==> src/rtl/spc_pkg.sv <==
package spc_pkg;

   typedef enum logic [3:0] {
      OPC_LDM = 4'h1,
      OPC_LDI = 4'h2,
      OPC_STM = 4'h3,
      OPC_MOV = 4'h4,
      OPC_ADD = 4'h5,
      OPC_IOR = 4'h7,
      OPC_AND = 4'h8,
      OPC_XOR = 4'h9,
      OPC_ROR = 4'hA,
      OPC_JEQ = 4'hB,
      OPC_HLT = 4'hC
   } opcode_t;

   typedef enum logic [2:0] {
      PH_FA,
      PH_FB,
      PH_FC,
      PH_EXE,
      PH_LDW,
      PH_STOP
   } phase_t;

   typedef enum logic [2:0] {
      FN_PASS,
      FN_ADD,
      FN_IOR,
      FN_AND,
      FN_XOR,
      FN_ROR
   } alu_fn_t;

endpackage

==> src/rtl/spc_regfile.sv <==
module spc_regfile #(
   parameter int NREG = 16,
   parameter int DW   = 8,
   parameter int NRD  = 4,
   localparam int RW  = $clog2(NREG)
) (
   input  logic                    clk,
   input  logic                    rst,
   input  logic                    we,
   input  logic [RW-1:0]           waddr,
   input  logic [DW-1:0]           wdata,
   input  logic [NRD-1:0][RW-1:0]  raddr,
   output logic [NRD-1:0][DW-1:0]  rdata
);

   logic [DW-1:0] cells [NREG];

   always_ff @(posedge clk) begin
      if (rst) begin
         for (int i = 0; i < NREG; i++) cells[i] <= '0;
      end else if (we) begin
         cells[waddr] <= wdata;
      end
   end

   for (genvar g = 0; g < NRD; g++) begin : g_rd
      assign rdata[g] = cells[raddr[g]];
   end

endmodule

==> src/rtl/spc_alu.sv <==
module spc_alu
   import spc_pkg::*;
#(
   parameter int DW         = 8,
   parameter int CW         = 4,
   parameter bit ROT_STAGED = 1'b1,
   localparam int SW        = $clog2(DW)
) (
   input  alu_fn_t         fn,
   input  logic [DW-1:0]   a,
   input  logic [DW-1:0]   b,
   input  logic [CW-1:0]   amt,
   output logic [DW-1:0]   y
);

   logic [DW-1:0] rot;

   if (ROT_STAGED) begin : g_rot_log
      logic [DW-1:0] stg [SW+1];
      assign stg[0] = a;
      for (genvar g = 0; g < SW; g++) begin : g_stage
         assign stg[g+1] = amt[g] ? {stg[g][(2**g)-1:0], stg[g][DW-1:(2**g)]}
                                  : stg[g];
      end
      assign rot = stg[SW];
   end else begin : g_rot_dbl
      logic [2*DW-1:0] dbl;
      assign dbl = {a, a} >> amt[SW-1:0];
      assign rot = dbl[DW-1:0];
   end

   always_comb begin
      unique case (fn)
         FN_ADD:  y = a + b;
         FN_IOR:  y = a | b;
         FN_AND:  y = a & b;
         FN_XOR:  y = a ^ b;
         FN_ROR:  y = rot;
         default: y = a;
      endcase
   end

endmodule

==> src/rtl/spc_ctrl.sv <==
module spc_ctrl
   import spc_pkg::*;
#(
   parameter int DW = 8,
   parameter int AW = 8,
   parameter int FW = 4,
   localparam int IW = 2*DW
) (
   input  logic           clk,
   input  logic           rst,
   input  logic [AW-1:0]  start_addr,
   input  logic [DW-1:0]  mem_rdata,
   output logic [AW-1:0]  mem_addr,
   output logic           mem_we,
   output logic [DW-1:0]  mem_wdata,
   output logic           halted,
   output logic [FW-1:0]  fld_r,
   output logic [FW-1:0]  fld_s,
   output logic [FW-1:0]  fld_t,
   output alu_fn_t        alu_fn,
   output logic           a_from_r,
   input  logic [DW-1:0]  rd_r,
   input  logic [DW-1:0]  rd_zero,
   input  logic [DW-1:0]  alu_y,
   output logic           rf_we,
   output logic [FW-1:0]  rf_waddr,
   output logic [DW-1:0]  rf_wdata,
   output phase_t         phase,
   output logic [AW-1:0]  pc
);

   logic [IW-1:0] ir_q;
   logic [AW-1:0] pc_q;
   phase_t        ph_q;
   logic [3:0]    opc;
   logic [DW-1:0] xy;
   logic          is_alu;

   assign opc   = ir_q[IW-1:IW-4];
   assign fld_r = ir_q[3*FW-1:2*FW];
   assign fld_s = ir_q[2*FW-1:FW];
   assign fld_t = ir_q[FW-1:0];
   assign xy    = ir_q[2*FW-1:0];

   always_ff @(posedge clk) begin
      if (rst) begin
         pc_q <= start_addr;
         ph_q <= PH_FA;
         ir_q <= '0;
      end else begin
         unique case (ph_q)
            PH_FA: ph_q <= PH_FB;
            PH_FB: begin
               ir_q[IW-1:DW] <= mem_rdata;
               ph_q          <= PH_FC;
            end
            PH_FC: begin
               ir_q[DW-1:0] <= mem_rdata;
               pc_q         <= pc_q + AW'(2);
               ph_q         <= PH_EXE;
            end
            PH_EXE: begin
               if (opc == OPC_LDM)      ph_q <= PH_LDW;
               else if (opc == OPC_HLT) ph_q <= PH_STOP;
               else                     ph_q <= PH_FA;
               if (opc == OPC_JEQ && rd_r == rd_zero) pc_q <= AW'(xy);
            end
            PH_LDW:  ph_q <= PH_FA;
            default: ph_q <= PH_STOP;
         endcase
      end
   end

   always_comb begin
      mem_addr = pc_q;
      if (ph_q == PH_FB || ph_q == PH_FC) mem_addr = pc_q + AW'(1);
      else if (ph_q == PH_EXE && (opc == OPC_LDM || opc == OPC_STM)) mem_addr = AW'(xy);
   end

   assign mem_we    = (ph_q == PH_EXE) && (opc == OPC_STM);
   assign mem_wdata = rd_r;
   assign halted    = (ph_q == PH_STOP);
   assign phase     = ph_q;
   assign pc        = pc_q;

   always_comb begin
      is_alu   = 1'b1;
      a_from_r = 1'b0;
      unique case (opc)
         OPC_MOV: alu_fn = FN_PASS;
         OPC_ADD: alu_fn = FN_ADD;
         OPC_IOR: alu_fn = FN_IOR;
         OPC_AND: alu_fn = FN_AND;
         OPC_XOR: alu_fn = FN_XOR;
         OPC_ROR: begin
            alu_fn   = FN_ROR;
            a_from_r = 1'b1;
         end
         default: begin
            alu_fn = FN_PASS;
            is_alu = 1'b0;
         end
      endcase
   end

   always_comb begin
      rf_we    = (ph_q == PH_LDW) ||
                 ((ph_q == PH_EXE) && (is_alu || opc == OPC_LDI));
      rf_waddr = (opc == OPC_MOV) ? fld_t : fld_r;
      if (ph_q == PH_LDW)      rf_wdata = mem_rdata;
      else if (opc == OPC_LDI) rf_wdata = xy;
      else                     rf_wdata = alu_y;
   end

endmodule

==> src/rtl/sp_core.sv <==
module sp_core
   import spc_pkg::*;
#(
   parameter int DW         = 8,
   parameter int AW         = 8,
   parameter int NREG       = 16,
   parameter bit ROT_STAGED = 1'b1,
   localparam int FW        = $clog2(NREG),
   localparam int NRD       = 4
) (
   input  logic           clk,
   input  logic           rst,
   input  logic [AW-1:0]  start_addr,
   output logic [AW-1:0]  mem_addr,
   output logic [DW-1:0]  mem_wdata,
   output logic           mem_we,
   input  logic [DW-1:0]  mem_rdata,
   output logic           halted
);

   if (AW != DW) begin : g_bad_aw
      $error("sp_core: address width must equal data width");
   end
   if (4 + 3*FW != 2*DW) begin : g_bad_fmt
      $error("sp_core: opcode plus three fields must fill two bytes");
   end
   if ((1 << FW) != NREG) begin : g_bad_nreg
      $error("sp_core: register count must be a power of two");
   end

   logic [FW-1:0]            fld_r, fld_s, fld_t;
   logic [NRD-1:0][FW-1:0]   raddr;
   logic [NRD-1:0][DW-1:0]   rdata;
   alu_fn_t                  alu_fn;
   logic                     a_from_r;
   logic [DW-1:0]            alu_a, alu_y;
   logic                     rf_we;
   logic [FW-1:0]            rf_waddr;
   logic [DW-1:0]            rf_wdata;
   phase_t                   phase_w;
   logic [AW-1:0]            pc_w;

   assign raddr[0] = fld_r;
   assign raddr[1] = fld_s;
   assign raddr[2] = fld_t;
   assign raddr[3] = '0;
   assign alu_a    = a_from_r ? rdata[0] : rdata[1];

   spc_ctrl #(.DW(DW), .AW(AW), .FW(FW)) u_ctrl (
      .clk(clk), .rst(rst), .start_addr(start_addr), .mem_rdata(mem_rdata),
      .mem_addr(mem_addr), .mem_we(mem_we), .mem_wdata(mem_wdata), .halted(halted),
      .fld_r(fld_r), .fld_s(fld_s), .fld_t(fld_t), .alu_fn(alu_fn), .a_from_r(a_from_r),
      .rd_r(rdata[0]), .rd_zero(rdata[3]), .alu_y(alu_y),
      .rf_we(rf_we), .rf_waddr(rf_waddr), .rf_wdata(rf_wdata),
      .phase(phase_w), .pc(pc_w)
   );

   spc_regfile #(.NREG(NREG), .DW(DW), .NRD(NRD)) u_rf (
      .clk(clk), .rst(rst), .we(rf_we), .waddr(rf_waddr), .wdata(rf_wdata),
      .raddr(raddr), .rdata(rdata)
   );

   spc_alu #(.DW(DW), .CW(FW), .ROT_STAGED(ROT_STAGED)) u_alu (
      .fn(alu_fn), .a(alu_a), .b(rdata[2]), .amt(fld_t), .y(alu_y)
   );

endmodule

==> config.mk <==
export PLATFORM = sky130hd
export DESIGN_NAME = sp_core
export DESIGN_NICKNAME = d
export VERILOG_FILES = /design/src/rtl/spc_pkg.sv /design/src/rtl/spc_regfile.sv /design/src/rtl/spc_alu.sv /design/src/rtl/spc_ctrl.sv /design/src/rtl/sp_core.sv
export SDC_FILE = /design/constraint.sdc
export NUM_CORES = 1
export LEC_CHECK = 0
export CORE_AREA = 2 2 157 175
export CTS_CLUSTER_DIAMETER = 150
export DETAILED_ROUTE_END_ITERATION = 12
export DIE_AREA = 0 0 159 177
export DONT_BUFFER_PORTS = 1
export GPL_TIMING_DRIVEN = 0
export SETUP_SLACK_MARGIN = 0.2
export SKIP_LAST_GASP = 1
export SYNTH_ARGS = -nofsm -noshare
export SYNTH_HDL_FRONTEND = slang
export SYNTH_SLANG_ARGS = --single-unit
==> constraint.sdc <==
create_clock -name clk -period 4.95 [get_ports clk]
set_input_delay 0.99 -clock clk [delete_from_list [all_inputs] [get_ports clk]]
set_output_delay 0.99 -clock clk [all_outputs]
set_load 0.02 [all_outputs]
After elaboration in Yosys (flattened, before gate mapping)

Memory sizes are Yosys's and may differ from the RTL's. A register that Yosys moved wholly into a read port is not among the register bits.
Cells that the tools add are included.
W data, S select, Z words.

Add/subtract/negate cells: 3
Equality and inequality tests: 23
Muxes and demuxes: 33
Bitwise logic cells: 3
Reductions and logical operators: 13

Operators with widths:

| cell                  | number |
|---|---|
| $mux W8               | 11 |
| $pmux W8 S5           | 1 |
| $mux W4               | 8 |
| $pmux W3 S5           | 2 |
| $eq A4 B4 Y1 const B  | 5 |
| $pmux W8 S2           | 1 |
| $eq A3 B2 Y1 const B  | 4 |
| $eq A3 B3 Y1 const B  | 4 |
| $eq A4 B3 Y1 const B  | 3 |
| $add A8 B1 Y8 const B | 1 |
| $add A8 B2 Y8 const B | 1 |
| $add A8 B8 Y8         | 1 |
| $and A8 B8 Y8         | 1 |
| $eq A4 B2 Y1 const B  | 2 |
| $eq A8 B8 Y1          | 1 |
| $mux W1               | 8 |
| $or A8 B8 Y8          | 1 |
| $reduce_or A8 Y1      | 1 |
| $xor A8 B8 Y8         | 1 |
| $eq A3 B1 Y1 const B  | 2 |
| $mux W3               | 2 |
| $reduce_or A6 Y1      | 1 |
| $eq A4 B1 Y1 const B  | 1 |
| $logic_and A1 B1 Y1   | 4 |
| 5 further kinds       | 8 |

Register bits after elaboration: 27
Bits in writable memories: 128
Output and inout bits: 18
Memories: 1

Memories:

| memory     | words | width | read ports | clocked after Yosys merged registers in | wr ports | RTL line          | text |
|---|---|---|---|---|---|---|---|
| u_rf.cells | 16    | 8     | 4          | 3                                       | 16       | spc_regfile.sv:16 | `logic [DW-1:0] cells [NREG];` |

Longest topological paths before layout

Gate-level depths: netlist of run 1.

Depth in word-level cells: 11
Mapped depth: 22
Mapped depth without buffers: 18

By module

From an unflattened synthesis of run 1, not the netlist that was laid out.

Cell total of the unflattened synthesis: 1002
Area total of the unflattened synthesis: 12077.8 um^2

Modules (own cells, without submodules):

| module      | times used | cells each | area each (um^2) |
|---|---|---|---|
| spc_regfile | 1          | 585        | 8684.6 |
| spc_ctrl    | 1          | 255        | 2113.3 |
| spc_alu     | 1          | 152        | 1144.8 |
| sp_core     | 1          | 10         | 135.1 |

Worst setup path before layout of run 1

No wires, ideal clock.

Path type: register to register
Start: reg with a tool-made name
End: mem u_rf.cells[0][6] (data pin)
Library setup time: 0.261 ns
Arrival: 4.036 ns
Required time: 4.689 ns
Path slack: 0.653 ns
Cell stages (with the launch flop): 18
Path buffers: 3
Clock period less this slack: 4.297 ns
Path through: dfxtp_1 -> clkbuf_1 -> buf_1 -> mux4_2 -> mux4_2 -> ha_1 -> inv_1 -> fa_1 -> nor2b_1 -> o21ai_0 -> nand2_1 -> nand4b_1 -> nand3b_1 -> a221oi_1 -> o21ai_0 -> a311oi_4 -> buf_4 -> nor2_1

RTL lines:

| what          | RTL line |
|---|---|
| end, declared | spc_regfile.sv:16 |

==> metrics.log, run 1 <==
INFO  metric tightestPinTransition = 1.03 ns
INFO  metric met3WireLength = 3.41 mm
INFO  metric worst_ep_required_time = 5.11 ns
INFO  metric num-nets-final = 1,169
INFO  metric die-width = 159 um
INFO  metric worst_setup_hold_path_clk_slew = 0.07 ns
INFO  metric worstSetupEndpointType = register
INFO  metric postRouteAntennaNets = 0
INFO  metric net_count_after_synthesis = 1,139
INFO  metric grt_pass1_vias = 9,190
INFO  metric cp.arrival = 4.74 ns
INFO  metric route.detailed.vias_per_inst = 6.29
INFO  metric max-slew-margin-rel = 30.7%
INFO  metric async_sr_flop_fraction = 0%
INFO  metric antenna_cells_inserted = 0
INFO  metric clock_latency_of_the_later_clocked_register_in_the_worst_skew_pair = 0.43 ns
INFO  metric netlist_instances = 1,100
INFO  metric number_of_buffers_created_by_cts = 17
INFO  metric post_dp_cell_area = 11,900 sq um
INFO  metric min_clock_period_post_route = 4.58 ns
INFO  metric flops_latches_synth = 167
INFO  metric filler_cell_count = 2,459
INFO  metric clock.fmax = 218 MHz
INFO  metric hold_class = reg2reg
INFO  metric stdcell_area = 12,700 sq um
INFO  metric rsz0062_at_grt = no
INFO  metric placement_rows = 63
INFO  metric syn2layout_area_growth = 10.8%
INFO  metric power-per-cell-area = 315 nW/um^2
INFO  metric synth-edff-count = 136
INFO  metric cp_max_fo = 10
INFO  metric antenna_found_initial = 0
INFO  metric worstSetupStartpointType = register
INFO  metric detail_route.wirelength.met1 = 14.6 mm
INFO  metric finish_stage_setup_viols = 0
INFO  metric status = finished, final reports clean
INFO  metric synth-seq-area-share = 41.1%
INFO  metric cellLeakagePower = 4.32 nW
INFO  metric final-hold-violation-count = 0
INFO  metric buffer_ports.inserted = 0
INFO  metric yosysWarnings = 0
INFO  metric synth.cell_area = 11,500 sq um
INFO  metric highest-signal-layer = met4
INFO  metric holdBufCountCts = 0
INFO  metric firstDrtPassIters = 6
INFO  metric cts_tree = yes
INFO  metric number_of_placed_i_o_pins = 36
INFO  metric post_synth_num_cell_types = 73
INFO  metric synthFlopType = sky130_fd_sc_hd__edfxtp_1
INFO  metric dieHeight = 177 um
INFO  metric ctsHtreeMaxLevel = 4
INFO  metric fraction_of_layout_instances_using_a_drive_strength_above_1 = 16.3%
INFO  metric numClockSinks = 167
INFO  metric drt_iter0_markers = 1,179
INFO  metric cts_max_path_buffers = 2
INFO  metric cts-root-buf = sky130_fd_sc_hd__clkbuf_16
INFO  metric worst_clock_skew = 0.0130 ns
INFO  metric detailroute.wirelength.met2 = 19.1 mm
INFO  metric timing.final.crit_share = 92.5%
INFO  metric wire_length_of_the_first_global_routing_pass = 57.3 mm
INFO  metric synthesis.area_per_instance = 10.4 sq um
INFO  metric overflow = 0
INFO  metric floorplan.initialDensity = 43.3%
INFO  metric grtUsageTotal = 27.5%
INFO  metric layout.core_utilization = 47.9%
INFO  metric remaining_drc_errors = 0
INFO  metric die_area = 28,100 sq um
INFO  metric maximum_number_of_pins_on_one_net_before_global_route_repair = 17
INFO  metric gp_congestion = 0.966
INFO  metric maximum_vdd_drop = 0.216 mV
INFO  metric max-cap-violations = 0
INFO  metric drt-wirelength-per-cell = 25.9 um
INFO  metric critical_path_class = reg2reg
INFO  metric drv_slew = 0
INFO  metric detail_route.wirelength = 38.8 mm
INFO  metric routed-via-count = 9,427
INFO  metric area_of_the_core_region = 26,500 sq um
INFO  metric detailed_place_hpwl = 30.5 mm
-- path summary, 6_finish.rpt --
kind | start | to | slack (ns) | depth (start not counted)
setup / recovery | register | u_rf.cells[12][6]$_SDFFCE_PN0P_ | 0.37 | 21
hold / removal | u_ctrl.ir_q[5]$_SDFFE_PP0P_ | register | 0.58 | 2
setup reg to reg | register | u_rf.cells[12][6]$_SDFFCE_PN0P_ | 0.37 | 21
hold reg to reg | u_ctrl.ir_q[5]$_SDFFE_PP0P_ | register | 0.58 | 2
-- state kept, by name, summed over array words and instances (netlist names), named ones only --
signal        cells
u_ctrl.ir_q      16
u_rf.cells      128
u_ctrl.pc         8
u_ctrl.phase      3
-- timing repair --
action / CTS / global route
gates resized for setup: 38 / 34
setup endpoints to repair: 106 / 88
pin swaps: 5 / 5
buffers inserted: 5 / 6
-- placed cells by master, fill, tap and decap left out, types with 4 or more instances in the layout --
cell type                   synthesis  routed
sky130_fd_sc_hd__ha_1              20      20
sky130_fd_sc_hd__o221a_2            5       5
sky130_fd_sc_hd__nor2_1           211     209
sky130_fd_sc_hd__or3_1              4       4
sky130_fd_sc_hd__clkbuf_2           0      11
sky130_fd_sc_hd__xnor2_1           13      13
sky130_fd_sc_hd__inv_1             29      28
sky130_fd_sc_hd__a21oi_1           53      53
sky130_fd_sc_hd__clkbuf_1          41      29
sky130_fd_sc_hd__dfxtp_1           31      30
sky130_fd_sc_hd__buf_4              9      26
sky130_fd_sc_hd__clkbuf_16          0      17
sky130_fd_sc_hd__buf_6              2       7
sky130_fd_sc_hd__a22o_1             6       6
sky130_fd_sc_hd__buf_1              8       5
sky130_fd_sc_hd__nand4_1            6       6
sky130_fd_sc_hd__a211o_1            6       6
sky130_fd_sc_hd__and3_1             4       4
sky130_fd_sc_hd__mux2i_1          102     101
sky130_fd_sc_hd__nand3_1           31      31
sky130_fd_sc_hd__mux2_2             7       7
sky130_fd_sc_hd__mux4_1            10      10
sky130_fd_sc_hd__o31ai_1            4       4
sky130_fd_sc_hd__nand2b_1          21      21
sky130_fd_sc_hd__o21ai_0           32      31
sky130_fd_sc_hd__a22oi_1           38      38
sky130_fd_sc_hd__nand2_1           86      86
sky130_fd_sc_hd__and2_1             8       8
sky130_fd_sc_hd__nor3_1            17      17
sky130_fd_sc_hd__mux4_2            56      56
sky130_fd_sc_hd__nor2b_1            9       7
sky130_fd_sc_hd__a31oi_1            5       5
sky130_fd_sc_hd__edfxtp_1         136     136
sky130_fd_sc_hd__buf_2             22      12
sky130_fd_sc_hd__o22ai_1            5       5
sky130_fd_sc_hd__nand3b_1           6       6
-- final cells by class --
type | count | area, sq um | area share [%]
flip-flops and latches | 167 | 4710 | 37.1
clock buffers | 17 | 425 | 3.35
repair buffers | 11 | 86.3 | 0.680
inverters | 31 | 116 | 0.917
plain buffers | 84 | 505 | 3.98
multi-input cells | 818 | 6280 | 49.5
clock inverters | 14 | 125 | 0.986
well taps | 357 | 447 | 3.52
-- power breakdown --
part / internal (mW) / switching (mW) / total [mW]
clock: 0.693 / 0.585 / 1.28
sequential: 1.58 / 0.0755 / 1.66
combinational: 0.418 / 0.650 / 1.07
-- worst max-delay path: stages, from the launching register on --
cell	delay, ns
sky130_fd_sc_hd__dfxtp_1	0.48
sky130_fd_sc_hd__nor2b_2	0.39
sky130_fd_sc_hd__clkbuf_2	0.37
sky130_fd_sc_hd__a22oi_1	0.12
sky130_fd_sc_hd__nand3_1	0.14
sky130_fd_sc_hd__nand2_1	0.12
sky130_fd_sc_hd__nor3_4	0.32
sky130_fd_sc_hd__inv_2	0.08
sky130_fd_sc_hd__ha_1	0.20
sky130_fd_sc_hd__inv_1	0.11
sky130_fd_sc_hd__fa_2	0.23
sky130_fd_sc_hd__nor2b_1	0.05
sky130_fd_sc_hd__o21ai_0	0.14
sky130_fd_sc_hd__nand2_1	0.12
sky130_fd_sc_hd__nand4b_1	0.11
sky130_fd_sc_hd__nand3b_1	0.13
sky130_fd_sc_hd__a221oi_2	0.40
sky130_fd_sc_hd__o21ai_2	0.12
sky130_fd_sc_hd__a311oi_4	0.28
sky130_fd_sc_hd__buf_6	0.17
sky130_fd_sc_hd__buf_4	0.17
sky130_fd_sc_hd__nor2_1	0.05
-- synthesized netlist by cell type (6+ instances only) --
cell                       instances  share of area [%]
sky130_fd_sc_hd__a21oi_1          53                2.3
sky130_fd_sc_hd__buf_4             9               0.59
sky130_fd_sc_hd__and2_1            8               0.44
sky130_fd_sc_hd__a22oi_1          38                2.5
sky130_fd_sc_hd__a22o_1            6               0.46
sky130_fd_sc_hd__xnor2_1          13               0.99
sky130_fd_sc_hd__buf_1             8               0.26
sky130_fd_sc_hd__nor2_1          211                6.9
sky130_fd_sc_hd__ha_1             20                2.2
sky130_fd_sc_hd__mux2i_1         102                8.9
sky130_fd_sc_hd__mux2_2            7               0.69
sky130_fd_sc_hd__edfxtp_1        136                 36
sky130_fd_sc_hd__inv_1            29               0.95
sky130_fd_sc_hd__buf_2            22               0.96
sky130_fd_sc_hd__nand2_1          86                2.8
sky130_fd_sc_hd__nand2b_1         21                1.1
sky130_fd_sc_hd__nor2b_1           9               0.49
sky130_fd_sc_hd__dfxtp_1          31                5.4
sky130_fd_sc_hd__nand3b_1          6               0.39
sky130_fd_sc_hd__mux4_2           56                 11
sky130_fd_sc_hd__o21ai_0          32                1.4
sky130_fd_sc_hd__clkbuf_1         41                1.3
sky130_fd_sc_hd__nand3_1          31                1.4
sky130_fd_sc_hd__nor3_1           17               0.74
sky130_fd_sc_hd__a211o_1           6               0.46
sky130_fd_sc_hd__mux4_1           10                2.3
sky130_fd_sc_hd__nand4_1           6               0.33
-- metal layers --
metal  vias up  GRT usage (%)
met4         0           13.3
met3       110           5.69
met2       549           47.9
li1       4146              -
met1      4622           32.5
met5         -              0
-- per-stage QoR --
step / power (mW) / setup slack, ns / setup TNS, ns / cells / hold WS (ns)
after detailed placement: 2.67 / -0.651 / -24.37 / 1457 / 0.571
after floorplan: 2.38 / 0.653 / 0 / 1100 / 0.474
final: 4.00 / 0.373 / 0 / 1499 / 0.578
after global placement: 2.67 / -0.662 / -25.12 / 1457 / 0.562
after global routing: 4.14 / 0.181 / 0 / 1499 / 0.601
after CTS: 3.97 / 0.173 / 0 / 1493 / 0.578
-- cells by family after synthesis --
logic type	share of synthesized area, %
and+or+nand+nor	16.1
AOI/OAI and AO/OA	11.6
muxes	22.9
DFF	41.1
buffers and inverters	4.72
adders and majority gates	2.36
xor gates and xnor gates	1.22
Note: power is estimated with default switching activity, not from simulation.
==> inputs of run 2 (changes only) <==
Clock period 4.95 ns to 5.5 ns, I/O delays scaled along.
==> run 2 against run 1 <==
Effect of this change: die area stayed put; clock-buffer cell count stayed put; non-clock buffer count is 9 lower; critical path type unchanged; critical endpoint unchanged.
==> metrics.log, run 2 (synthesis results as in run 1) <==
INFO  metric status = finished, final reports clean
INFO  metric cellInternalPower = 2.40 mW (-11%)
INFO  metric switching_share = 32.7% (about the same)
INFO  metric regToRegEndpoint = u_rf.cells[12][6]$_SDFFCE_PN0P_
INFO  metric clock_power_share = 32.2% (+0.3 points)
INFO  metric placement_rows = 63 (unchanged)
INFO  metric filler_cell_count = 2,469 (+0.41%)
INFO  metric worst_clock_skew = 0.0129 ns (-0.000101 ns)
INFO  metric antenna_found_initial = 0 (unchanged)
INFO  metric worstSetupEndpointType = register
INFO  metric finish_stage_setup_viols = 0 (unchanged)
INFO  metric grtUsageTotal = 27.4% (-0.12 points)
INFO  metric final-hold-violation-count = 0 (unchanged)
INFO  metric numClockSinks = 167 (unchanged)
INFO  metric dieHeight = 177 um (unchanged)
INFO  metric hold_class = reg2reg
INFO  metric instances_no_fill = 1,490 (-0.60%)
INFO  metric timing.final.crit_share = 93.2% (+0.76 points)
INFO  metric min_path_cells = 2 (unchanged)
INFO  metric tightestPinTransition = 1.05 ns (+0.0182 ns)
INFO  metric max_flop_register = u_rf.cells
INFO  metric cts_max_path_buffers = 2 (unchanged)
INFO  metric total_power = 3.56 mW (-11%)
INFO  metric cellLeakagePower = 4.23 nW (-2.0%)
INFO  metric combinationalPowerShare = 26.0% (-0.7 points)
INFO  metric max-slew-margin-rel = 29.5% (-1.2 points)
INFO  metric drv_slew = 0 (unchanged)
INFO  metric maximum_number_of_pins_on_one_net_before_global_route_repair = 17 (unchanged)
INFO  metric num-nets-final = 1,160 (-0.77%)
INFO  metric post-place-cells = 1,457 (unchanged)
INFO  metric grtUsageMet1 = 32.1% (-0.44 points)
INFO  metric r2r_startpoint = u_ctrl.ir_q[12]$_SDFFE_PP0P_
INFO  metric number_of_placed_i_o_pins = 36 (unchanged)
INFO  metric worstPathCellList = nand4bb_1 -> buf_2 -> and2_1 -> clkbuf_1 -> nand3_1 -> nand2_1 -> nor3_4 -> inv_1 -> ha_1 -> inv_1 -> fa_1 -> nor2b_1 -> o21ai_0 -> nand2_1 -> a211o_1 -> nand3b_1 -> a221oi_1 -> o21ai_0 -> a311oi_4 -> buf_4 -> buf_4 -> nor2_1
INFO  metric firstDrtPassIters = 6 (unchanged)
INFO  metric rr_worst_depth = 22 (+4.8%)
INFO  metric floorplan.initialDensity = 43.3% (unchanged)
INFO  metric netSwitchingPower = 1.17 mW (-11%)
INFO  metric min_clock_period_post_route = 5.13 ns (+0.551 ns)
INFO  metric max-cap-violations = 0 (unchanged)
INFO  metric drt_iter0_markers = 1,236 (+4.8%)
INFO  metric wire_length_of_the_first_global_routing_pass = 57.2 mm (-0.27%)
INFO  metric area_of_the_core_region = 26,500 sq um (unchanged)
INFO  metric antenna_cells_inserted = 0 (unchanged)
INFO  metric gp_congestion = 0.966 (unchanged)
INFO  metric clock.fmax = 195 MHz (-11%)
INFO  metric maximum_vdd_drop = 0.195 mV (-9.8%)
INFO  metric cts_tree = yes
INFO  metric die-width = 159 um (unchanged)
INFO  metric cp_slowest_cell = sky130_fd_sc_hd__a221oi_1
INFO  metric overflow = 0 (unchanged)
INFO  metric grt_busiest_layer = met2
INFO  metric share_of_power_burned_in_registers = 41.8% (+0.4 points)
INFO  metric grt.met3_usage = 5.88% (+0.19 points)
INFO  metric drt-wirelength-per-cell = 26.0 um (+0.41%)
INFO  metric worstSetupStartpointType = register
INFO  metric max_reg_flops = 128 (unchanged)
INFO  metric buffer_ports.inserted = 0 (unchanged)
INFO  metric power-per-cell-area = 285 nW/um^2 (-9.7%)
INFO  metric postRouteAntennaNets = 0 (unchanged)
INFO  metric fin_tns_setup = 0 ns (unchanged)
INFO  metric detail_route.wirelength = 38.8 mm (-0.19%)
INFO  metric hold_worst_slack = 0.584 ns (+0.00530 ns)
INFO  metric cp_max_fo = 10 (unchanged)
INFO  metric crit_path_max_incr_delay = 0.49 ns (about the same)
INFO  metric routed-via-count = 9,289 (-1.5%)
INFO  metric critical_path_class = reg2reg
INFO  metric route.detailed.vias_per_inst = 6.23 (-0.87%)
INFO  metric syn2layout_area_growth = 9.27%
INFO  metric dpl_worst_slack = -0.101 ns (+0.550 ns)
INFO  metric timing.reg2reg.setup_slack = 0.37 ns (about the same)
INFO  metric grt_pass1_vias = 9,158 (-0.35%)
INFO  metric worst_setup_hold_path_clk_slew = 0.07 ns (about the same)
INFO  metric cts-root-buf = sky130_fd_sc_hd__clkbuf_16
INFO  metric detailed_place_hpwl = 30.5 mm (unchanged)
INFO  metric clock_latency_of_the_later_clocked_register_in_the_worst_skew_pair = 0.43 ns (about the same)
INFO  metric cp.arrival = 5.29 ns (+0.55 ns)
INFO  metric layout.cells.most_common = sky130_fd_sc_hd__nor2_1
INFO  metric worst_ep_required_time = 5.66 ns (+0.55 ns)
INFO  metric ctsHtreeMaxLevel = 4 (unchanged)
INFO  metric min-delay-start = u_ctrl.ir_q[5]$_SDFFE_PP0P_
INFO  metric setup_slack_of_the_critical_path_after_layout = 0.373 ns (-0.000550 ns)
INFO  metric rsz0062_at_grt = no
INFO  metric number_of_buffers_created_by_cts = 17 (unchanged)
INFO  metric die_area = 28,100 sq um (unchanged)
INFO  metric fraction_of_layout_instances_using_a_drive_strength_above_1 = 14.0% (-2.3 points)
INFO  metric grt.met2_usage = 48.1% (+0.14 points)
INFO  metric layout.cells.most_common_list = sky130_fd_sc_hd__nor2_1, sky130_fd_sc_hd__edfxtp_1, sky130_fd_sc_hd__mux2i_1, sky130_fd_sc_hd__nand2_1, sky130_fd_sc_hd__mux4_2
INFO  metric remaining_drc_errors = 0 (unchanged)
==> run 2: metal layers <==
| layer | vias to the layer above | wire, um |
|---|---|---|
| met5 | - | 0 |
| met4 | 0 | 1780 |
| met3 | 108 | 3410 |
| met2 | 511 | 19100 |
| met1 | 4541 | 14500 |
| li1 | 4129 | - |
==> run 2: area by class of cell <==
cell class / instances / area (sq um) / share of cell area, %
Buffer: 84 / 449 / 3.59
Timing Repair Buffer: 2 / 15.0 / 0.120
Multi-Input combinational cell: 818 / 6240 / 49.8
Clock buffer: 17 / 425 / 3.40
Tap cell: 357 / 447 / 3.57
Inverter: 31 / 116 / 0.929
Clock inverter: 14 / 125 / 0.999
Sequential cell: 167 / 4700 / 37.6
==> run 2: worst max path at each step <==
stage / start / to / slack (ns) / depth (start not counted)
2_1_floorplan: register / u_rf.cells[0][6]$_SDFFCE_PN0P_ / 1.20 / 17
3_3_place_gp: register / u_rf.cells[6][6]$_SDFFCE_PN0P_ / -0.11 / 17
3_5_place_dp: register / u_rf.cells[7][6]$_SDFFCE_PN0P_ / -0.10 / 17
4_1_cts: register / u_rf.cells[15][7]$_SDFFCE_PN0P_ / 0.31 / 16
5_1_grt: register / u_rf.cells[0][6]$_SDFFCE_PN0P_ / 0.18 / 22
6_report: u_ctrl.ir_q[12]$_SDFFE_PP0P_ / u_rf.cells[12][6]$_SDFFCE_PN0P_ / 0.37 / 22
==> run 2: repair_timing <==
item / in CTS / in global routing
gates cloned: 0 / 0
hold buffers: 0 / 0
pin swaps: 1 / 1
endpoints found under the setup margin: 26 / 46
setup buffers: 2 / 0
resized for setup: 11 / 17
==> run 2: worst max-delay path: cells and delay by family (launching register included) <==
family / cells / cell delay [ns]
fa+ha+maj: 2 / 0.63
simple gates: 9 / 1.23
compound gates: 5 / 1.31
buf+inv: 6 / 1.27
flops: 1 / 0.42
==> run 2: metrics by stage <==
stage,area [sq um],utilization (%)
after floorplan,11500,-
after global placement,11900,44.9
after detailed placement,11900,44.9
after CTS,12500,47.2
after global routing,12500,47.3
final,12500,47.3
==> run 2: power groups by stage <==
stage	clock (mW)	sequential [mW]	combinational (mW)
2_1_floorplan	0	1.48	0.664
3_3_place_gp	0	1.51	0.893
3_5_place_dp	0	1.51	0.892
4_1_cts	1.16	1.49	0.906
5_1_grt	1.20	1.49	0.988
6_report	1.15	1.49	0.926
